### src/rtl/ts_sel_pkg.sv
package ts_sel_pkg;
  localparam int unsigned MIN_GROUP_N = 3;

  function automatic int unsigned idx_w(input int unsigned n);
    return (n > 1) ? $clog2(n) : 1;
  endfunction
endpackage

### src/rtl/ts_wrap_tracker.sv
// Keeps (wraps * 2^TS_W) mod (N*P) as a running residue.
module ts_wrap_tracker
  import ts_sel_pkg::*;
#(
  parameter int unsigned TS_W      = 8,
  parameter int unsigned GROUP_N   = 5,
  parameter int unsigned NUM_PORTS = 4,
  localparam int unsigned SPAN_NP  = GROUP_N * NUM_PORTS,
  localparam int unsigned RES_W    = idx_w(SPAN_NP)
) (
  input  logic             clk_i,
  input  logic             rst_ni,
  input  logic             valid_i,
  input  logic [TS_W-1:0]  ts_i,
  output logic [RES_W-1:0] base_o
);
  localparam longint unsigned TS_SPAN = 64'd1 << TS_W;
  localparam int unsigned     WRAP_K  = int'(TS_SPAN % SPAN_NP);
  localparam logic [RES_W:0]  NP_L    = (RES_W+1)'(SPAN_NP);
  localparam logic [RES_W:0]  K_L     = (RES_W+1)'(WRAP_K);

  logic [RES_W-1:0] base_q;
  logic [TS_W-1:0]  prev_q;
  logic             seen_q;
  logic             wrap;
  logic [RES_W:0]   bsum;
  logic [RES_W:0]   badv;

  always_comb begin
    wrap   = valid_i && seen_q && (ts_i < prev_q);
    bsum   = {1'b0, base_q} + K_L;
    badv   = (bsum >= NP_L) ? (bsum - NP_L) : bsum;
    base_o = wrap ? RES_W'(badv) : base_q;
  end

  always_ff @(posedge clk_i or negedge rst_ni) begin
    if (!rst_ni) begin
      base_q <= '0;
      prev_q <= '0;
      seen_q <= 1'b0;
    end else if (valid_i) begin
      base_q <= base_o;
      prev_q <= ts_i;
      seen_q <= 1'b1;
    end
  end

  assert_base_range_R6: assert property (@(posedge clk_i) disable iff (!rst_ni)
    {1'b0, base_q} < NP_L);

  assert_idle_hold_R7: assert property (@(posedge clk_i) disable iff (!rst_ni)
    !valid_i |=> $stable(base_q));

  assert_repeat_no_wrap_R8: assert property (@(posedge clk_i) disable iff (!rst_ni)
    (valid_i && seen_q && ts_i == prev_q) |=> $stable(base_q));
endmodule

### src/rtl/ts_group_mapper.sv
// Residue r = (base + ts) mod N*P; port = r / N, offset = r mod N.
module ts_group_mapper
  import ts_sel_pkg::*;
#(
  parameter int unsigned TS_W      = 8,
  parameter int unsigned GROUP_N   = 5,
  parameter int unsigned NUM_PORTS = 4,
  localparam int unsigned SPAN_NP  = GROUP_N * NUM_PORTS,
  localparam int unsigned RES_W    = idx_w(SPAN_NP),
  localparam int unsigned PORT_W   = idx_w(NUM_PORTS)
) (
  input  logic [RES_W-1:0]  base_i,
  input  logic [TS_W-1:0]   ts_i,
  output logic [PORT_W-1:0] port_o,
  output logic              copy_o,
  output logic [PORT_W-1:0] copy_port_o
);
  localparam logic [RES_W:0]    NP_L    = (RES_W+1)'(SPAN_NP);
  localparam logic [RES_W:0]    N_L     = (RES_W+1)'(GROUP_N);
  localparam logic [RES_W:0]    EDGE_L  = (RES_W+1)'(GROUP_N - 2);
  localparam logic [PORT_W-1:0] LAST_P  = PORT_W'(NUM_PORTS - 1);

  logic [RES_W-1:0] ts_res;
  logic [RES_W:0]   sum;
  logic [RES_W:0]   res;
  logic [RES_W:0]   off;

  always_comb begin
    ts_res = RES_W'(32'(ts_i) % SPAN_NP);
    sum    = {1'b0, base_i} + {1'b0, ts_res};
    res    = (sum >= NP_L) ? (sum - NP_L) : sum;
    off    = res % N_L;
    port_o = PORT_W'(res / N_L);
    copy_o = (off >= EDGE_L);
    copy_port_o = (port_o == LAST_P) ? '0 : port_o + 1'b1;
  end
endmodule

### src/rtl/ts_dest_sel.sv
module ts_dest_sel
  import ts_sel_pkg::*;
#(
  parameter int unsigned TS_W      = 8,
  parameter int unsigned GROUP_N   = 5,
  parameter int unsigned NUM_PORTS = 4,
  localparam int unsigned SPAN_NP  = GROUP_N * NUM_PORTS,
  localparam int unsigned RES_W    = idx_w(SPAN_NP),
  localparam int unsigned PORT_W   = idx_w(NUM_PORTS)
) (
  input  logic              clk_i,
  input  logic              rst_ni,
  input  logic              valid_i,
  input  logic [TS_W-1:0]   ts_i,
  output logic              valid_o,
  output logic [PORT_W-1:0] port_o,
  output logic              copy_valid_o,
  output logic [PORT_W-1:0] copy_port_o
);
  logic [RES_W-1:0]  base;
  logic [PORT_W-1:0] map_port;
  logic [PORT_W-1:0] map_copy_port;
  logic              map_copy;

  ts_wrap_tracker #(
    .TS_W(TS_W), .GROUP_N(GROUP_N), .NUM_PORTS(NUM_PORTS)
  ) u_wrap (
    .clk_i  (clk_i),
    .rst_ni (rst_ni),
    .valid_i(valid_i),
    .ts_i   (ts_i),
    .base_o (base)
  );

  ts_group_mapper #(
    .TS_W(TS_W), .GROUP_N(GROUP_N), .NUM_PORTS(NUM_PORTS)
  ) u_map (
    .base_i     (base),
    .ts_i       (ts_i),
    .port_o     (map_port),
    .copy_o     (map_copy),
    .copy_port_o(map_copy_port)
  );

  always_ff @(posedge clk_i or negedge rst_ni) begin
    if (!rst_ni) begin
      valid_o      <= 1'b0;
      port_o       <= '0;
      copy_valid_o <= 1'b0;
      copy_port_o  <= '0;
    end else begin
      valid_o      <= valid_i;
      copy_valid_o <= valid_i && map_copy;
      if (valid_i) begin
        port_o      <= map_port;
        copy_port_o <= map_copy_port;
      end
    end
  end

  assert_accept_R5: assert property (@(posedge clk_i) disable iff (!rst_ni)
    valid_i |=> valid_o);

  assert_idle_R7: assert property (@(posedge clk_i) disable iff (!rst_ni)
    !valid_i |=> (!valid_o && !copy_valid_o));

  assert_copy_gated_R4: assert property (@(posedge clk_i) disable iff (!rst_ni)
    copy_valid_o |-> valid_o);

  assert_port_range_R2: assert property (@(posedge clk_i) disable iff (!rst_ni)
    valid_o |-> (32'(port_o) < NUM_PORTS));

  assert_same_stamp_R8: assert property (@(posedge clk_i) disable iff (!rst_ni)
    (valid_i && valid_o && ts_i == $past(ts_i)) |=> (port_o == $past(port_o)));

  assert_step_R3: assert property (@(posedge clk_i) disable iff (!rst_ni)
    (valid_i && valid_o && ts_i == TS_W'($past(ts_i) + 1'b1)) |=>
      ((port_o == $past(port_o)) ||
       (32'(port_o) == (32'($past(port_o)) + 1) % NUM_PORTS)));
endmodule

### config.mk
export PLATFORM = sky130hd
export DESIGN_NAME = ts_dest_sel
export DESIGN_NICKNAME = d
export VERILOG_FILES = /design/src/rtl/ts_sel_pkg.sv /design/src/rtl/ts_wrap_tracker.sv /design/src/rtl/ts_group_mapper.sv /design/src/rtl/ts_dest_sel.sv
export SDC_FILE = /design/constraint.sdc
export NUM_CORES = 1
export LEC_CHECK = 0
export ABC_AREA = 1
export BUFFER_PORTS_ARGS = -buffer_cell sky130_fd_sc_hd__buf_2
export CAP_MARGIN = 20
export CORE_UTILIZATION = 55
export DETAILED_ROUTE_END_ITERATION = 16
export PLACE_DENSITY = 0.82
export SYNTH_ARGS = -nofsm -noshare
export SYNTH_HDL_FRONTEND = slang
export SYNTH_SLANG_ARGS = --single-unit
### constraint.sdc
create_clock -name clk_i -period 6.37 [get_ports clk_i]
set_input_delay 0.3185 -clock clk_i [delete_from_list [all_inputs] [get_ports clk_i]]
set_output_delay 0.3185 -clock clk_i [all_outputs]
set_load 0.02 [all_outputs]
==> results of run 1 <==
==> cell type report <==
| cell class | instances | area, um2 |
|---|---|---|
| inverter | 57 | 216 |
| timing repair buffer | 21 | 123 |
| sequential | 18 | 450 |
| fill | 310 | 1240 |
| multi-input combinational | 234 | 1550 |
| clock buffer | 4 | 55.1 |
| tap | 48 | 60.1 |
==> per-stage QoR <==
stage / utilization [%] / TNS [ns] / cells / worst slack, ns / hold WS [ns]
finish: 66.5 / 0 / 382 / 0.506 / 0.375
global route: 66.5 / -0.0225 / 382 / -0.0225 / 0.392
CTS: 63.0 / 0 / 378 / 0.389 / 0.368
detailed placement: 61.3 / 0 / 373 / 0.133 / 0.262
global placement: 61.3 / 0 / 373 / 0.333 / 0.260
floorplan: - / 0 / 311 / 0.885 / 0.0229
==> cell families (layout without fill, tap and decap cells) <==
family                     count (synthesis)  in the layout  synth area share, %
and+or+nand+nor                          177            177                 44.3
buffers and inverters                     59             82                 10.6
AOI/OAI and AO/OA                         32             32                 9.47
adders and majority gates                 20             20                 12.1
DFF                                       18             18                 21.2
xor gates and xnor gates                   5              5                 2.41
==> critical path, delay by kind of cell <==
family / cells / cell delay [ns]
AO/OA/AOI/OAI: 3 / 0.46
adder cells (fa/ha/maj): 7 / 1.88
buffers and inverters: 8 / 0.60
AND/OR/NAND/NOR: 29 / 2.73
==> final timing paths <==
path,startpoint,end,slack [ns],depth (start not counted)
max in group asynchronous,rst_ni,valid_o,5.58,2
min in group asynchronous,rst_ni,copy_port_o[0],0.51,2
max,ts_i[6],copy_port_o[1],0.51,47
min reg2reg,port_o[0],port_o[0],0.48,2
min,valid_i,valid_o,0.37,1
max reg2reg,u_wrap.prev_q[1],copy_port_o[1],0.88,40
==> Yosys cell counts (all sizes together) (3+ instances only) <==
cell / number / area, um2
inv: 57 / 216
nand2: 103 / 493
nand4: 9 / 62.6
o21ai: 16 / 87.6
nor2: 23 / 128
xor2: 5 / 51.3
ha: 19 / 238
or2: 3 / 21.3
dfrtp: 18 / 450
a21oi: 9 / 63.8
nand3: 35 / 213
==> registers in the layout, indices dropped and copies added (netlist names) <==
register       cells
u_wrap.prev_q      8
u_wrap.base_q      3
copy_port_o        2
port_o             2
copy_valid_o       1
u_wrap.seen_q      1
valid_o            1
==> per-layer routing <==
| layer | track usage, % | up-vias | wire [um] |
|---|---|---|---|
| met5 | 0 | - | 0 |
| met4 | 4.17 | 0 | 22 |
| met3 | 1.25 | 6 | 143 |
| met2 | 39.9 | 48 | 2220 |
| met1 | 27.4 | 912 | 1910 |
| li1 | - | 1037 | - |
==> repair_timing <==
action / 4_1_cts / 5_1_grt
endpoints found under the setup margin: 0 / 2
endpoints found under the hold margin: 18 / 0
hold buffers: 1 / 0
setup buffers: 0 / 4
resized for setup: 0 / 19
==> run_results.csv, run 1 <==
group,metric,value,unit
detailed_routing,drtAntennaViolNets,0,
detailed_routing,routed_wirelength,4290,um
yosys,synth.distinct_cells,39,
place,placement.cell_area,0.00226,mm2
yosys,ys_async_sr_fraction,100,%
place,io_buffer_count,16,
yosys,synth-seq-area-share,21.2,%
global_routing,grt_antenna_before_repair,0,
floorplanning,num_rows,22,
sta,relSlewSlack,63.5,%
clocking,cts.sinks,18,
sta,final-hold-violation-count,0,
detailed_routing,vias,2003,
setup_path,critPathLaunchType,"primary input",
clocking,cts_tree,"done",
clocking,cts_max_level,1,
yosys,syn_area,0.00213,mm2
detailed_routing,routedWlPerCell,11.2,um
floorplanning,die_area,0.00412,mm2
sta,slew_violations,0,
sta,setup_viol,0,
setup_path,cpMaxStageDelayCell,"fa_2",
finish,final_cell_mix,"76 x nand2_1, 49 x inv_1, 28 x nand3_1",
yosys,ys_warn_count,0,
global_routing,grt_pass1_vias,1779,
setup_path,crit_required,6.51,ns
finish,design_area,0.00245,mm2
yosys,synth_edf_count,0,
worst_hold_path,hold_path_class,"primary input to flip-flop",
finish,final_net_count,366,
yosys,synth_nets,342,
sta,period_share,92.1,%
floorplanning,core-area,0.00369,mm2
detailed_routing,drtIter0Drc,82,
setup_path,crit_arrival,6.01,ns
floorplanning,initial_core_util,57.7,%
global_routing,grt_overflow,0,
clocking,clk_latency,0.25,ns
finish,layout-drive-gt1-share,25.1,%
yosys,syn_avg_cell_area,6.84,um2
sta,worst_pin_slew,0.541,ns
detailed_routing,drc,0,
yosys,syn_inst,311,
clocking,path_clk_slew,0.06,ns
clocking,cts_made_buffers,3,
global_routing,track_usage,21.5,%
sta,skew,0.00249,ns
floorplanning,die_h,64.2,um
sta,max_freq,171,MHz
setup_path,cp_slowest_stage_delay,0.58,ns
clocking,clk_root_buffer_cell,"clkbuf_8",
detailed_routing,vias_per_cell,5.24,
sta,fin_crit,5.86,ns
detailed_routing,drt_first_pass_iters,4,
setup_path,worstPathMaxFanout,7,
outcome,status,"finished clean",
yosys,synth-seq-cells,18,
global_routing,grt_pass1_wl,7250,um
place,finalWeightedCongestion,0.801,
floorplanning,die_w,64.2,um
finish,final_common_cell,"nand2_1",
place,hpwl,3180,um
global_routing,grt_max_degree,24,
finish,syn2layout_area_growth,15.2,%
yosys,synthFlopType,"dfrtp_1",
clocking,clockBufferDepth,2,
finish,diodes,0,
flow_run,max_cap_violations,0,
setup_path,worstSetupEndpointType,"flip-flop",
setup_path,crit_top_cell,"nand2_1",
setup_path,critPathKind,"primary input to flip-flop",
floorplanning,io_pins,17,
Power of run 1 is not shown: default switching activity piles up to over one toggle a cycle in this logic, so the estimate is an artifact.
==> run 2, diff against run 1 <==
--- a/config.mk
+++ b/config.mk
@@ -10,5 +10,6 @@
 export CAP_MARGIN = 20
+export CORE_MARGIN = 5
 export CORE_UTILIZATION = 55
 export DETAILED_ROUTE_END_ITERATION = 16
-export PLACE_DENSITY = 0.82
+export PLACE_DENSITY = 0.85
 export SYNTH_ARGS = -nofsm -noshare
==> constraint.sdc (replaced) <==
create_clock -name clk_i -period 4.8 [get_ports clk_i]
set_input_delay 0.96 -clock clk_i [delete_from_list [all_inputs] [get_ports clk_i]]
set_output_delay 0.96 -clock clk_i [all_outputs]
set_load 0.02 [all_outputs]
==> run 2 against run 1 <==
Net effect:
- synthesized cell count stayed put
- synthesized area unchanged
- the run now fails in global routing (5_1_grt)
==> run_results.csv, run 2 <==
group,metric,value,unit
global_routing,grt_max_degree,23,
yosys,syn_avg_cell_area,6.84,um2
place,hpwl,4990,um
yosys,synth_common_cells,"80 x nand2_1, 51 x inv_1, 29 x nand3_1, 19 x ha_1, 18 x dfrtp_1",
sta,worst_path_end_type,"register data pin",
clocking,cts.sinks,18,
yosys,ys_async_sr_fraction,100,%
place,place_ws,-1.70,ns
floorplanning,initial_core_util,57.3,%
global_routing,grt_overflow,1,
yosys,ys_warn_count,0,
outcome,status,"stopped before the end",
yosys,synth_top_area_share,21.2,%
yosys,synth_nets,342,
floorplanning,io_pins,17,
yosys,syn_area,0.00213,mm2
sta,crit_endpoint,"copy_port_o[0]$_DFFE_PN0P_/D",
yosys,synth-seq-area-share,21.2,%
yosys,synth_top_cell_by_area,"dfrtp_1",
yosys,synth-seq-cells,18,
yosys,synthTopCellsByArea,"dfrtp_1 21%, nand2_1 14%, ha_1 11%, inv_1 9.0%, nand3_1 6.8%",
place,dp_cells,436,
clocking,clockBufferDepth,2,
clocking,cts_made_buffers,3,
yosys,syn_inst,311,
place,finalWeightedCongestion,0.834,
clocking,cts_max_level,1,
clocking,clk_root_buffer_cell,"clkbuf_8",
global_routing,track_usage,60.5,%
place,io_buffer_count,16,
floorplanning,die_w,72.2,um
floorplanning,die_h,72.2,um
yosys,yosysMostFrequentCell,"nand2_1",
outcome,firstError,"[ERROR GRT-0232] Routing congestion too high. Check the congestion heatmap in the GUI.",
yosys,synthFlopType,"dfrtp_1",
floorplanning,num_rows,22,
outcome,haltStage,"global routing (5_1_grt)",
yosys,synth.distinct_cells,39,
yosys,synth_edf_count,0,
## run 2: cell counts after synthesis
No cell type changed its count.
## run 2: routing by layer
layer,GRT overflow,global-route usage [%]
met1,0,60.2
met2,1,79.7
met3,0,41.8
met4,0,61.6
met5,0,3.03
## run 2: what timing repair did
item                       4_1_cts
hold buffers                     0
gates cloned                     1
pin swaps                       47
gates resized for setup         29
setup endpoints to repair        5
buffers inserted                12
## run 2: cells by family after synthesis
kind of cell,Yosys count,share of synthesized area (%)
XOR/XNOR,5,2.41
flip-flops,18,21.2
adder cells (fa/ha/maj),20,12.1
AO/OA/AOI/OAI,32,9.47
buffers and inverters,59,10.6
AND/OR/NAND/NOR,177,44.3
## run 2: metrics by stage
| step | utilization, % | setup TNS, ns | cell area (um2) |
|---|---|---|---|
| after CTS | 85.8 | -5.39 | 3190 |
| after floorplan | - | -4.57 | 2320 |
| after detailed placement | 78.7 | -7.70 | 2930 |
| after global placement | 78.7 | -6.21 | 2930 |
==> run 3, diff against run 2 <==
Settings changed: CORE_UTILIZATION 55 to 40, PLACE_DENSITY 0.85 to unset, PLACE_DENSITY_LB_ADDON set to 0.15.
Clock period 4.8 ns to 6.2 ns, I/O delays scaled along.
==> run 3 against run 2 <==
Net effect:
- the flow now finishes, with violations (negative setup slack)
==> run_results.csv, run 3 (synthesis results as in run 1) <==
group,metric,value,unit
place,hpwl,3900,um
sta,worst_pin_slew,0.408,ns
sta,slew_violations,0,
detailed_routing,drtIter0Drc,54,
sta,period_share,102,%
sta,max_freq,158,MHz
floorplanning,num_rows,26,
sta,fin_ws,-0.132,ns
clocking,path_clk_slew,0.06,ns
finish,diodes,0,
finish,top_regs,"u_wrap.prev_q (8), u_wrap.base_q (3)",
finish,syn2layout_area_growth,56.6,%
sta,relSlewSlack,72.5,%
place,placement.cell_area,0.00290,mm2
place,finalWeightedCongestion,0.812,
sta,rsz0062_at_grt,"true",
detailed_routing,routed_wirelength,5010,um
setup_path,critPathLaunchType,"primary input",
global_routing,grt_pass1_wl,9280,um
worst_hold_path,hold_path_class,"flip-flop to flip-flop",
global_routing,grt_pass1_vias,2259,
clocking,cts_made_buffers,3,
place,place_ws,-0.473,ns
setup_path,cpMaxStageDelayCell,"fa_1",
clocking,clk_latency,0.25,ns
global_routing,grt_max_degree,24,
finish,final_common_cell,"buf_4",
sta,final-hold-violation-count,0,
flow_run,max_cap_violations,0,
finish,final_cell_mix,"78 x buf_4, 63 x nand2_1, 44 x inv_1",
clocking,clockBufferDepth,2,
floorplanning,core-area,0.00514,mm2
finish,finish.utilization,64.8,%
setup_path,crit_required,6.34,ns
finish,design_area,0.00333,mm2
clocking,cts.hold.buffers_added,0,
finish,layout-drive-gt1-share,47.8,%
setup_path,critPathKind,"primary input to flip-flop",
setup_path,worstPathMaxFanout,8,
floorplanning,io_pins,17,
detailed_routing,routedWlPerCell,10.5,um
detailed_routing,drt_first_pass_iters,4,
floorplanning,die_h,82.9,um
place,dp_cells,451,
outcome,violations,"negative setup slack",
clocking,cts.sinks,18,
floorplanning,initial_core_util,41.4,%
setup_path,crit_arrival,6.48,ns
place,io_buffer_count,16,
clocking,cts_tree,"done",
sta,skew,0.00415,ns
global_routing,grt_overflow,0,
finish,top_register,"u_wrap.prev_q",
setup_path,worstSetupEndpointType,"flip-flop",
detailed_routing,vias_per_cell,4.63,
global_routing,track_usage,15.2,%
finish,stdcell_count,478,
clocking,clk_root_buffer_cell,"clkbuf_8",
detailed_routing,vias,2215,
setup_path,crit_top_cell,"nand2_4",
finish,largest_reg_flops,8,
clocking,cts_max_level,1,
outcome,status,"finished, violations left",
global_routing,grt_antenna_before_repair,0,
setup_path,path_buf_inv,6,
setup_path,crit_family,"simple AND/OR/NAND/NOR gates",
finish,final_net_count,440,
floorplanning,die_area,0.00688,mm2
sta,fin_crit,6.33,ns
sta,setup_viol,4,
detailed_routing,drc,0,
detailed_routing,drtAntennaViolNets,0,
setup_path,cp_slowest_stage_delay,0.59,ns
floorplanning,die_w,82.9,um
run 3: routing by layer:
layer / up-vias / GRT usage, % / wire length [um]
met1: 1012 / 18.5 / 2330
met4: 0 / 2.23 / 0
li1: 1185 / - / -
met3: 0 / 1.39 / 83
met2: 18 / 29.2 / 2590
met5: - / 0 / 0
run 3: cell type report:
type | count | area, um2
Multi-Input combinational cell | 234 | 1810
Fill cell | 473 | 1810
Timing Repair Buffer | 95 | 698
Sequential cell | 18 | 450
Inverter | 57 | 229
Tap cell | 70 | 87.6
Clock buffer | 4 | 55.1
run 3: final timing paths:
kind | startpoint | to | slack, ns | cells after the start
max in group asynchronous | rst_ni | u_wrap.prev_q[0] | 5.01 | 1
worst max-delay path | ts_i[6] | copy_port_o[1] | -0.13 | 50
min in group asynchronous | rst_ni | copy_valid_o | 0.91 | 1
worst min register to register | u_wrap.seen_q | u_wrap.seen_q | 0.47 | 1
worst max register to register | u_wrap.prev_q[1] | copy_port_o[1] | 1.03 | 41
worst min-delay path | u_wrap.seen_q | u_wrap.seen_q | 0.47 | 1
run 3: metrics by stage:
step,setup TNS (ns),hold slack [ns]
finish,-0.326,0.473
global route,-1.90,0.483
CTS,-0.0142,0.476
detailed placement,-1.60,0.459
global placement,-1.34,0.453
floorplan,-0.0271,0.439
run 3: what timing repair did:
action | 4_1_cts | 5_1_grt
pin swaps | 44 | 35
endpoints found under the setup margin | 4 | 5
gates resized for setup | 30 | 17
setup buffers | 13 | 10
Power of run 3 is left out for the same reason.
